**src/rtl/muxalu_pkg.sv**
```systemverilog
package muxalu_pkg;

  typedef enum logic [3:0] {
    OP_AND   = 4'd0,
    OP_OR    = 4'd1,
    OP_XOR   = 4'd2,
    OP_INV   = 4'd3,
    OP_ADD   = 4'd4,
    OP_SUB   = 4'd5,
    OP_INC   = 4'd6,
    OP_DEC   = 4'd7,
    OP_CMP   = 4'd8,
    OP_SHR   = 4'd9,
    OP_PASSB = 4'd10,
    OP_ZERO  = 4'd11,
    OP_ONES  = 4'd12,
    OP_NEG   = 4'd13
  } aluOp_e;

  typedef enum logic [1:0] {
    COND_ALWAYS = 2'd0,
    COND_ZERO   = 2'd1,
    COND_NEG    = 2'd2,
    COND_POS    = 2'd3
  } cond_e;

  // Truth tables are indexed by {accBit, bBit}.
  typedef struct packed {
    logic [3:0] pTruth;   // propagate operand table
    logic [3:0] gTruth;   // generate term table (enters adder shifted by one)
    logic       carryIn;
    logic       shiftSel;
    logic       zeroTest;
    logic       writeAcc;
    logic       cmpUpd;
    logic       carryUpd;
    logic       shiftUpd;
  } strobe_t;

  localparam logic [3:0] TT_ZERO  = 4'b0000;
  localparam logic [3:0] TT_AND   = 4'b1000;
  localparam logic [3:0] TT_OR    = 4'b1110;
  localparam logic [3:0] TT_XOR   = 4'b0110;
  localparam logic [3:0] TT_XNOR  = 4'b1001;
  localparam logic [3:0] TT_NOTA  = 4'b0011;
  localparam logic [3:0] TT_A     = 4'b1100;
  localparam logic [3:0] TT_B     = 4'b1010;
  localparam logic [3:0] TT_ANDNB = 4'b0100;
  localparam logic [3:0] TT_ONES  = 4'b1111;

endpackage

```
**src/rtl/muxalu_ctrl.sv**
```systemverilog
module muxalu_ctrl
  import muxalu_pkg::*;
(
  input  logic [3:0] opCode,
  input  logic       accLoad,
  output strobe_t    strobe
);

  logic [3:0] pTab;
  logic [3:0] gTab;
  logic       cin;
  logic       isShift;
  logic       isCmp;
  logic       isArith;
  logic       isNeg;
  logic       valid;

  always_comb begin
    pTab    = TT_ZERO;
    gTab    = TT_ZERO;
    cin     = 1'b0;
    isShift = 1'b0;
    isCmp   = 1'b0;
    isArith = 1'b0;
    isNeg   = 1'b0;
    valid   = 1'b1;
    case (aluOp_e'(opCode))
      OP_AND:   pTab = TT_AND;
      OP_OR:    pTab = TT_OR;
      OP_XOR:   pTab = TT_XOR;
      OP_INV:   pTab = TT_NOTA;
      OP_ADD: begin
        pTab = TT_XOR;  gTab = TT_AND;   isArith = 1'b1;
      end
      OP_SUB: begin
        pTab = TT_XNOR; gTab = TT_ANDNB; cin = 1'b1; isArith = 1'b1;
      end
      OP_INC: begin
        pTab = TT_A;    cin = 1'b1;      isArith = 1'b1;
      end
      OP_DEC: begin
        pTab = TT_NOTA; gTab = TT_A;     isArith = 1'b1;
      end
      OP_CMP: begin
        pTab = TT_XNOR; gTab = TT_ANDNB; cin = 1'b1; isCmp = 1'b1;
      end
      OP_SHR: begin
        pTab = TT_A;    isShift = 1'b1;
      end
      OP_PASSB: pTab = TT_B;
      OP_ZERO:  pTab = TT_ZERO;
      OP_ONES:  pTab = TT_ONES;
      OP_NEG: begin
        pTab = TT_NOTA; cin = 1'b1; isArith = 1'b1; isNeg = 1'b1;
      end
      default:  valid = 1'b0;
    endcase
  end

  always_comb begin
    strobe.pTruth   = pTab;
    strobe.gTruth   = gTab;
    strobe.carryIn  = cin;
    strobe.shiftSel = isShift;
    strobe.zeroTest = isNeg;
    strobe.writeAcc = accLoad & valid & ~isCmp;
    strobe.cmpUpd   = accLoad & isCmp;
    strobe.carryUpd = accLoad & isArith;
    strobe.shiftUpd = accLoad & isShift;
  end

endmodule

```
**src/rtl/muxalu_dp.sv**
```systemverilog
module muxalu_dp
  import muxalu_pkg::*;
#(
  parameter int W = 16
) (
  input  logic         clk,
  input  logic         rstN,
  input  strobe_t      strobe,
  input  logic [W-1:0] operandB,
  input  logic [1:0]   condSel,
  output logic [W-1:0] result,
  output logic         carryOut,
  output logic [W-1:0] acc,
  output logic         flagEq,
  output logic         flagLt,
  output logic         flagGt,
  output logic         flagCarry,
  output logic         flagShift,
  output logic         branchTaken
);

  localparam int MSB = W - 1;

  logic [W-1:0] pTerm;
  logic [W-1:0] gTerm;
  logic [W-1:0] qTerm;
  logic [W-1:0] sum;
  logic [W:0]   rip;

  // Per-bit truth-table front end.
  for (genvar i = 0; i < W; i++) begin : g_front
    assign pTerm[i] = strobe.pTruth[{acc[i], operandB[i]}];
    assign gTerm[i] = strobe.gTruth[{acc[i], operandB[i]}];
  end

  assign qTerm = {gTerm[MSB-1:0], 1'b0};

  // Ripple adder.
  assign rip[0] = strobe.carryIn;
  for (genvar i = 0; i < W; i++) begin : g_ripple
    assign sum[i]   = pTerm[i] ^ qTerm[i] ^ rip[i];
    assign rip[i+1] = (pTerm[i] & qTerm[i]) | (rip[i] & (pTerm[i] ^ qTerm[i]));
  end

  // The top generate bit weighs 2^W and cannot coincide with a ripple carry.
  assign carryOut = rip[W] | gTerm[MSB];

  // Output stage: direct or hardwired shift by one.
  assign result = strobe.shiftSel ? {1'b0, sum[MSB:1]} : sum;

  logic diffZero;
  assign diffZero = ~|sum;

  // Branch decision: carry of the negate pattern means acc is zero.
  logic isZero;
  logic isNeg;
  assign isZero = strobe.zeroTest & carryOut;
  assign isNeg  = strobe.zeroTest & acc[MSB];

  always_comb begin
    case (cond_e'(condSel))
      COND_ALWAYS: branchTaken = 1'b1;
      COND_ZERO:   branchTaken = isZero;
      COND_NEG:    branchTaken = isNeg;
      default:     branchTaken = strobe.zeroTest & ~carryOut & ~acc[MSB];
    endcase
  end

  always_ff @(posedge clk or negedge rstN) begin
    if (!rstN) begin
      acc       <= '0;
      flagEq    <= 1'b0;
      flagLt    <= 1'b0;
      flagGt    <= 1'b0;
      flagCarry <= 1'b0;
      flagShift <= 1'b0;
    end else begin
      if (strobe.writeAcc) acc <= result;
      if (strobe.cmpUpd) begin
        flagEq <= diffZero;
        flagLt <= ~carryOut;
        flagGt <= carryOut & ~diffZero;
      end
      if (strobe.carryUpd) flagCarry <= carryOut;
      if (strobe.shiftUpd) flagShift <= acc[0];
    end
  end

endmodule

```
**src/rtl/muxalu.sv**
```systemverilog
module muxalu
  import muxalu_pkg::*;
#(
  parameter int W = 16
) (
  input  logic         clk,
  input  logic         rstN,
  input  logic [3:0]   opCode,
  input  logic [W-1:0] operandB,
  input  logic         accLoad,
  input  logic [1:0]   condSel,
  output logic [W-1:0] result,
  output logic         carryOut,
  output logic [W-1:0] acc,
  output logic         flagEq,
  output logic         flagLt,
  output logic         flagGt,
  output logic         flagCarry,
  output logic         flagShift,
  output logic         branchTaken
);

  strobe_t strobe;

  muxalu_ctrl u_ctrl (
    .opCode (opCode),
    .accLoad(accLoad),
    .strobe (strobe)
  );

  muxalu_dp #(.W(W)) u_dp (
    .clk        (clk),
    .rstN       (rstN),
    .strobe     (strobe),
    .operandB   (operandB),
    .condSel    (condSel),
    .result     (result),
    .carryOut   (carryOut),
    .acc        (acc),
    .flagEq     (flagEq),
    .flagLt     (flagLt),
    .flagGt     (flagGt),
    .flagCarry  (flagCarry),
    .flagShift  (flagShift),
    .branchTaken(branchTaken)
  );

endmodule

```
**config.mk**
```make
export PLATFORM = sky130hd
export DESIGN_NAME = muxalu
export DESIGN_NICKNAME = d
export VERILOG_FILES = /design/src/rtl/muxalu_pkg.sv /design/src/rtl/muxalu_ctrl.sv /design/src/rtl/muxalu_dp.sv /design/src/rtl/muxalu.sv
export SDC_FILE = /design/constraint.sdc
export NUM_CORES = 1
export LEC_CHECK = 0
export BUFFER_PORTS_ARGS = -buffer_cell sky130_fd_sc_hd__buf_2
export CORE_ASPECT_RATIO = 0.7
export CORE_UTILIZATION = 50
export CTS_BUF_LIST = sky130_fd_sc_hd__clkbuf_8
export DETAILED_ROUTE_END_ITERATION = 8
export HOLD_SLACK_MARGIN = 0.03
export PLACE_DENSITY_LB_ADDON = 0.08
export SETUP_SLACK_MARGIN = 0.5
export SYNTH_ARGS = -nofsm -noshare
export SYNTH_HDL_FRONTEND = slang
export SYNTH_SLANG_ARGS = --single-unit
```
**constraint.sdc**
```tcl
create_clock -name clk -period 15.4 [get_ports clk]
set_input_delay 0.77 -clock clk [delete_from_list [all_inputs] [get_ports clk]]
set_output_delay 0.77 -clock clk [all_outputs]
set_load 0.02 [all_outputs]
```
Yosys cells after proc, flatten, opt, wreduce, memory -nomap -nowiden
Index checks and enable logic that the tools add are counted.

$lt $le $gt $ge: 16. Equality and inequality tests: 15. Muxes and demuxes: 74. Bitwise logic cells: 91. Reductions and logical operators: 11.

Operators with widths (number): $bmux W1 S2 (32); $lt A2 B3 Y1 const B (16); $and A1 B1 Y1 (41); $mux W1 (38); $pmux W4 S8 (1); $xor A1 B1 Y1 (31); $eq A4 B4 Y1 const B (6); $eq A4 B3 Y1 const B (4); $mux W16 (1); $or A1 B1 Y1 (16); $reduce_or A16 Y1 (1); $reduce_or A14 Y1 (1); $pmux W4 S3 (1); $eq A4 B2 Y1 const B (2); $reduce_or A2 Y1 (3); $reduce_or A5 Y1 (1); $eq A4 B1 Y1 const B (1); $logic_not A4 Y1 (1); $reduce_or A4 Y1 (1); $not A1 Y1 (3); $pmux W1 S3 (1); $reduce_or A3 Y1 (1); $eq A2 B1 Y1 const B (1); $eq A2 B2 Y1 const B (1); 2 further kinds (2).

Register bits after elaboration: 21. Input bits: 25.

Longest topological paths before layout
Depth in word-level cells: 41. Gate-level depth with buffers: 30.

Cells and area by module
From an unflattened synthesis, not the netlist that was laid out.

Cell total of the unflattened synthesis: 202. Area total of the unflattened synthesis: 2531.2 um2.

By module, submodules not included: muxalu_dp (times used 1, cells an instance 156, area an instance 2240.9 um2, sequential area each 525.5 um2); muxalu_ctrl (times used 1, cells an instance 46, area an instance 290.3 um2, sequential area each 0.0 um2).

Worst setup path after synthesis
No wires, ideal clock.

Kind: input to output. Start: input port opCode[2]. End: output port result[14]. Data arrival time: 7.972 ns. Path slack: 6.658 ns. Cell stages on the path: 26. Path buffers: 3. Cells stage by stage: buf_6 -> buf_6 -> clkbuf_1 -> o21ai_0 -> o21ai_0 -> a222oi_1 -> ha_1 -> inv_1 -> fa_1 -> fa_1 -> fa_1 -> fa_1 -> fa_1 -> fa_1 -> fa_1 -> fa_1 -> fa_1 -> fa_1 -> fa_1 -> fa_1 -> inv_1 -> fa_1 -> inv_1 -> fa_1 -> fa_1 -> mux2i_1.

Word-level cells in the longest chain between the ends: 36.

RTL lines: from (decl) (RTL line muxalu.sv:8) `input logic [3:0] opCode,`; $eq A4 B2 Y1, or another cell as far along (RTL line muxalu_ctrl.sv:27) `case (aluOp_e'(opCode))`; $reduce_or A3 Y1 (no line) or $reduce_or A2 Y1 (tied branches); $pmux W4 S8 or $pmux W4 S3 (tied branches) (RTL line muxalu_ctrl.sv:27); $bmux W1 S2 (on tied branches) (RTL line muxalu_dp.sv:32, muxalu_dp.sv:33); $mux W1 (on tied branches) (RTL line muxalu_dp.sv:32, muxalu_dp.sv:33); $and A1 B1 Y1 or $xor A1 B1 Y1 (tied branches) (RTL line muxalu_dp.sv:42) `assign rip[i+1] = (pTerm[i] & qTerm[i]) | (rip[i] & (pTerm[i] ^ qTerm[i]));`; $and A1 B1 Y1 (RTL line muxalu_dp.sv:42); $or A1 B1 Y1 (RTL line muxalu_dp.sv:42); [20 not listed]; $and A1 B1 Y1 (RTL line muxalu_dp.sv:42); $or A1 B1 Y1 (RTL line muxalu_dp.sv:42); $and A1 B1 Y1 (RTL line muxalu_dp.sv:42); $or A1 B1 Y1 (RTL line muxalu_dp.sv:42); $and A1 B1 Y1 (RTL line muxalu_dp.sv:42); $or A1 B1 Y1 (RTL line muxalu_dp.sv:42); $xor A1 B1 Y1 (RTL line muxalu_dp.sv:41) `assign sum[i] = pTerm[i] ^ qTerm[i] ^ rip[i];`; $mux W16 (*) (RTL line muxalu_dp.sv:49) `assign result = strobe.shiftSel ? {1'b0, sum[MSB:1]} : sum;`; to (decl) (RTL line muxalu.sv:12) `output logic [W-1:0] result,`.

Every way passes the cells marked *; elsewhere a longest branch is shown, timed or not. The select of a mux whose other input is x is not followed.

Worst setup path in the final report
Start: input port opCode[2]. End: output port branchTaken.

Word-level cells in the longest chain between the ends: 41.

RTL lines: $eq A4 B2 Y1, or another cell as far along (RTL line muxalu_ctrl.sv:27); $reduce_or A3 Y1 (no line) or $reduce_or A2 Y1 (tied branches); $pmux W4 S8 or $pmux W4 S3 (tied branches) (RTL line muxalu_ctrl.sv:27); $bmux W1 S2 (on tied branches) (RTL line muxalu_dp.sv:32, muxalu_dp.sv:33); $mux W1 (on tied branches) (RTL line muxalu_dp.sv:32, muxalu_dp.sv:33); $and A1 B1 Y1 or $xor A1 B1 Y1 (tied branches) (RTL line muxalu_dp.sv:42); $and A1 B1 Y1 (RTL line muxalu_dp.sv:42); $or A1 B1 Y1 (RTL line muxalu_dp.sv:42); [24 not listed]; $and A1 B1 Y1 (RTL line muxalu_dp.sv:42); $or A1 B1 Y1 (RTL line muxalu_dp.sv:42); $and A1 B1 Y1 (RTL line muxalu_dp.sv:42); $or A1 B1 Y1 (RTL line muxalu_dp.sv:42); $or A1 B1 Y1 (RTL line muxalu_dp.sv:46) `assign carryOut = rip[W] | gTerm[MSB];`; $not A1 Y1 (RTL line muxalu_dp.sv:65) `default: branchTaken = strobe.zeroTest & ~carryOut & ~acc[MSB];`; $and A1 B1 Y1 (2 in series) (RTL line muxalu_dp.sv:65); $pmux W1 S3 (*) (RTL line muxalu_dp.sv:61) `case (cond_e'(condSel))`; to (decl) (RTL line muxalu.sv:20) `output logic branchTaken`.

Marks and branches as above.

==> metrics.md <==
| Metric | Value |
|---|---|
| Status | finished clean |
| Mux cell area share after synthesis | 10.5% |
| Share of the synthesized area in the top cell type | 14.5% |
| Worst hold slack | 449 ps |
| Synthesized instance count | 478 |
| Ys Warns | 0 |
| WP data required | about 15000 ps |
| Via-to-Cell Ratio | roughly 6.4 |
| Post-Synth Simple-Gate Area | roughly 19% |
| Gr busiest metal | met1 |
| CP Class | input pin to primary output |
| Die extent in y | 73.3 um |
| Xor and xnor area share after synthesis | between 2 and 3% |
| Transition time at the pin with the least slew margin | 1040 ps |
| Worst Setup End Kind | primary output |
| Finish-stage setup viols | 0 |
| Die width | approximately 100 um |
| Reg2reg start | u_dp.acc[0] |
| Period utilization | 64.7% |
| DRC | 0 |
| Lkg Pwr | 0.00160 uW |
| Slew Viols, Final | 0 |
| Adder-Cell Fraction of Synth Area | roughly 9.6% |
| Crit path from | opCode[2] |
| Reg clk slew, reported paths | about 80 ps |
| CP Max Fanout | 55 |
| Clock Sinks | 21 |
| First-pass GRT wire length | 17300 um |
| Ys flop type | dfrtp_1 |
| I/O pins | 64 |
| Fmax | 100 MHz |
| GRT met1 Usage | between 40 and 50% |
| Largest net degree at the start of global routing | 56 |
| Cell row count | 25 |
| CTS tree | built |
| Post-CTS setup buffer count | 0 |
| IR Drop Worst-Case VDD | 0.0991 mV |
| Vias in the first global route | 3068 |
| Layout cells sized above 1 | about 23% |
| Sequential element share of the synthesized area | 14.5% |
| Post-synthesis area per instance | around 7.6 um^2 |
| Crit start category | input pin |
| Max_slew headroom | 30.6% |
| Area Growth Syn to Fin | 4.34% |
| Synthesized Nets | about 520 |
| Post-synth EDFFs | 0 |
| Finished Layout Cells | ~570 |
| RSZ-0062 raised after global routing | false |
| Hold buffers post-CTS | 0 |
| DP Wirelength | 7730 um |
| Synth Cell Area | between 3000 and 4000 um^2 |
| GR Util All Layers | 29.1% |
| Endpoints failing hold | 0 |
| Power per cell area | ~160 nW/um^2 |
| Largest family of logic cells by synthesized area | compound AO/OA/AOI/OAI gates |
| TritonCTS buffer count | 3 |
| Max Cap Violations | 0 |
| DRT antenna net count | 0 |
| Met2 usage | just under 40% |
| Clk_lat worst skew | 260 ps |
| Gpl congestion | approximately 0.84 |
| CORE AREA | 6880 um^2 |
| Drt total wl | 10900 um |
| # port buffers | 63 |
| WL/cell | between 15 and 20 um |
| Setup_tns | 0 ps |
| Final Critical Period | 9970 ps |
| CTS resizes | 0 |
| Clock Tree Buf Depth | 2 |
| Dpl cells | 569 |
| Antenna diodes | 0 |
| Die area | ~7600 um^2 |
| Main area contributors after synthesis | dfrtp_1, fa_1, a21oi_1 |
| CTS root buf | clkbuf_8 |
| Post-synth ARST share | 100% |
| GR Util met3 | 4.08% |
| H-tree Lvls | 1 |
| Fillers | 678 |
| Hold WC Path Type | input pin to asynchronous set/reset pin |
| WP data arrival | 9200 ps |
| Total grt overflow | 0 |
| Iter 0 DRT Violations | between 500 and 600 |
| Post-synth top area cell | dfrtp_1 |
| Post-synth cell types | just over 60 |
| Synth Area in Compound Gates | 32.4% |
| Clock Skew | roughly 5.6 ps |
| Drt pass-1 iters | 6 |
| Final #Nets | 524 |
| DR vias | 3679 |
| Register bit total from synthesis | 21 |
| Initial cell density of the core | about 53% |
| Initial antenna violation count | 0 |
## sequential cells by signal, indices dropped and copies added (netlist names)
name / flops
u_dp.acc: 16
u_dp.flagCarry: 1
u_dp.flagShift: 1
u_dp.flagGt: 1
u_dp.flagLt: 1
u_dp.flagEq: 1
## logic make-up (layout without fill, tap and decap cells)
group | Yosys count | count (layout)
buffers and inverters | 85 | 86
adders and majority gates | 19 | 19
AOI/OAI and AO/OA | 172 | 172
and+or+nand+nor | 138 | 138
DFF | 21 | 21
xor gates and xnor gates | 11 | 11
muxes | 32 | 32
## cell usage in the layout, fill, tap and decap left out, types with 10 or more instances in the layout
master    count
or2_2        11
o21ai_0      33
nor2_1       28
a221o_1      13
o22ai_1      20
xnor2_1      11
nand2b_1     14
fa_1         15
dfrtp_1      21
nand2_1      45
buf_2        63
inv_1        14
nand4_1      10
mux2i_1      13
a21oi_1      40
mux2_4       10
o211ai_1     19
o22a_1       11
## synth_stat cells (10+ instances only)
master,instances
buf_2,11
nand4_1,10
a21oi_1,40
nand2b_1,14
o21ai_0,33
nor2_1,28
o22ai_1,20
clkbuf_1,29
fa_1,15
o211ai_1,19
a221o_1,13
nand2_1,45
mux2i_1,13
inv_1,14
mux2_4,10
xnor2_1,11
or2_2,11
dfrtp_1,21
o22a_1,11
buf_1,17
## cell type report
| class | count | area [um^2] | area share (%) |
|---|---|---|---|
| Clock buffer | 3 | 41.3 | 1.09 |
| Clock inverter | 1 | 5.00 | 0.132 |
| Inverter | 16 | 60.1 | 1.59 |
| Multi-Input combinational cell | 372 | 2700 | 71.3 |
| Sequential cell | 21 | 526 | 13.9 |
| Tap cell | 94 | 118 | 3.10 |
| Timing Repair Buffer | 66 | 338 | 8.92 |
## power by group
group | switching (uW) | internal, uW
sequential | 68.3 | 80.5
clock | 18.2 | 18.0
combinational | 244 | 181
## critical path: stages
cell      delay, ps
buf_2            70
buf_4           430
nand2b_1        420
o21ai_1         890
o211ai_1        200
fa_1            450
fa_1            390
fa_1            400
fa_1            400
fa_1            390
fa_1            390
fa_1            390
fa_1            390
fa_1            380
fa_1            390
fa_1            390
fa_1            370
inv_1            80
fa_1            160
inv_1            50
fa_1            370
fa_1            440
nand4_1         130
o221ai_1        120
a21o_1          160
buf_2           150
## final timing paths
kind	endpoint	slack [ps]	cells past startpoint
setup / recovery	branchTaken	5430	26
hold / removal	u_dp.acc[12]	450	1
setup reg to reg	u_dp.flagGt	6990	27
hold reg to reg	u_dp.flagLt	480	2
max in group asynchronous	u_dp.acc[3]	14630	1
min in group clk	u_dp.flagLt	480	2
## layer usage
layer  share of wire [%]  routed length (um)  vias up
li1                    -                   -     1742
met1                  49                5330     1740
met2                  39                4210      193
met3                  12                1300        4
met4                0.43                  47        0
met5                   0                   0        -
## per-stage QoR
| stage | total power [uW] | cell area (um^2) | util (%) | setup slack (ps) |
|---|---|---|---|---|
| 6_report | 610 | 3790 | 55.1 | 5430 |
| 5_1_grt | 654 | 3790 | 55.1 | 4910 |
| 4_1_cts | 604 | 3790 | 55.1 | 5460 |
| 3_5_place_dp | 567 | 3740 | 54.4 | 5460 |
| 3_3_place_gp | 560 | 3740 | 54.4 | 5580 |
| 2_1_floorplan | 448 | 3630 | - | 6660 |
Note: power is estimated with default switching activity, not from simulation.
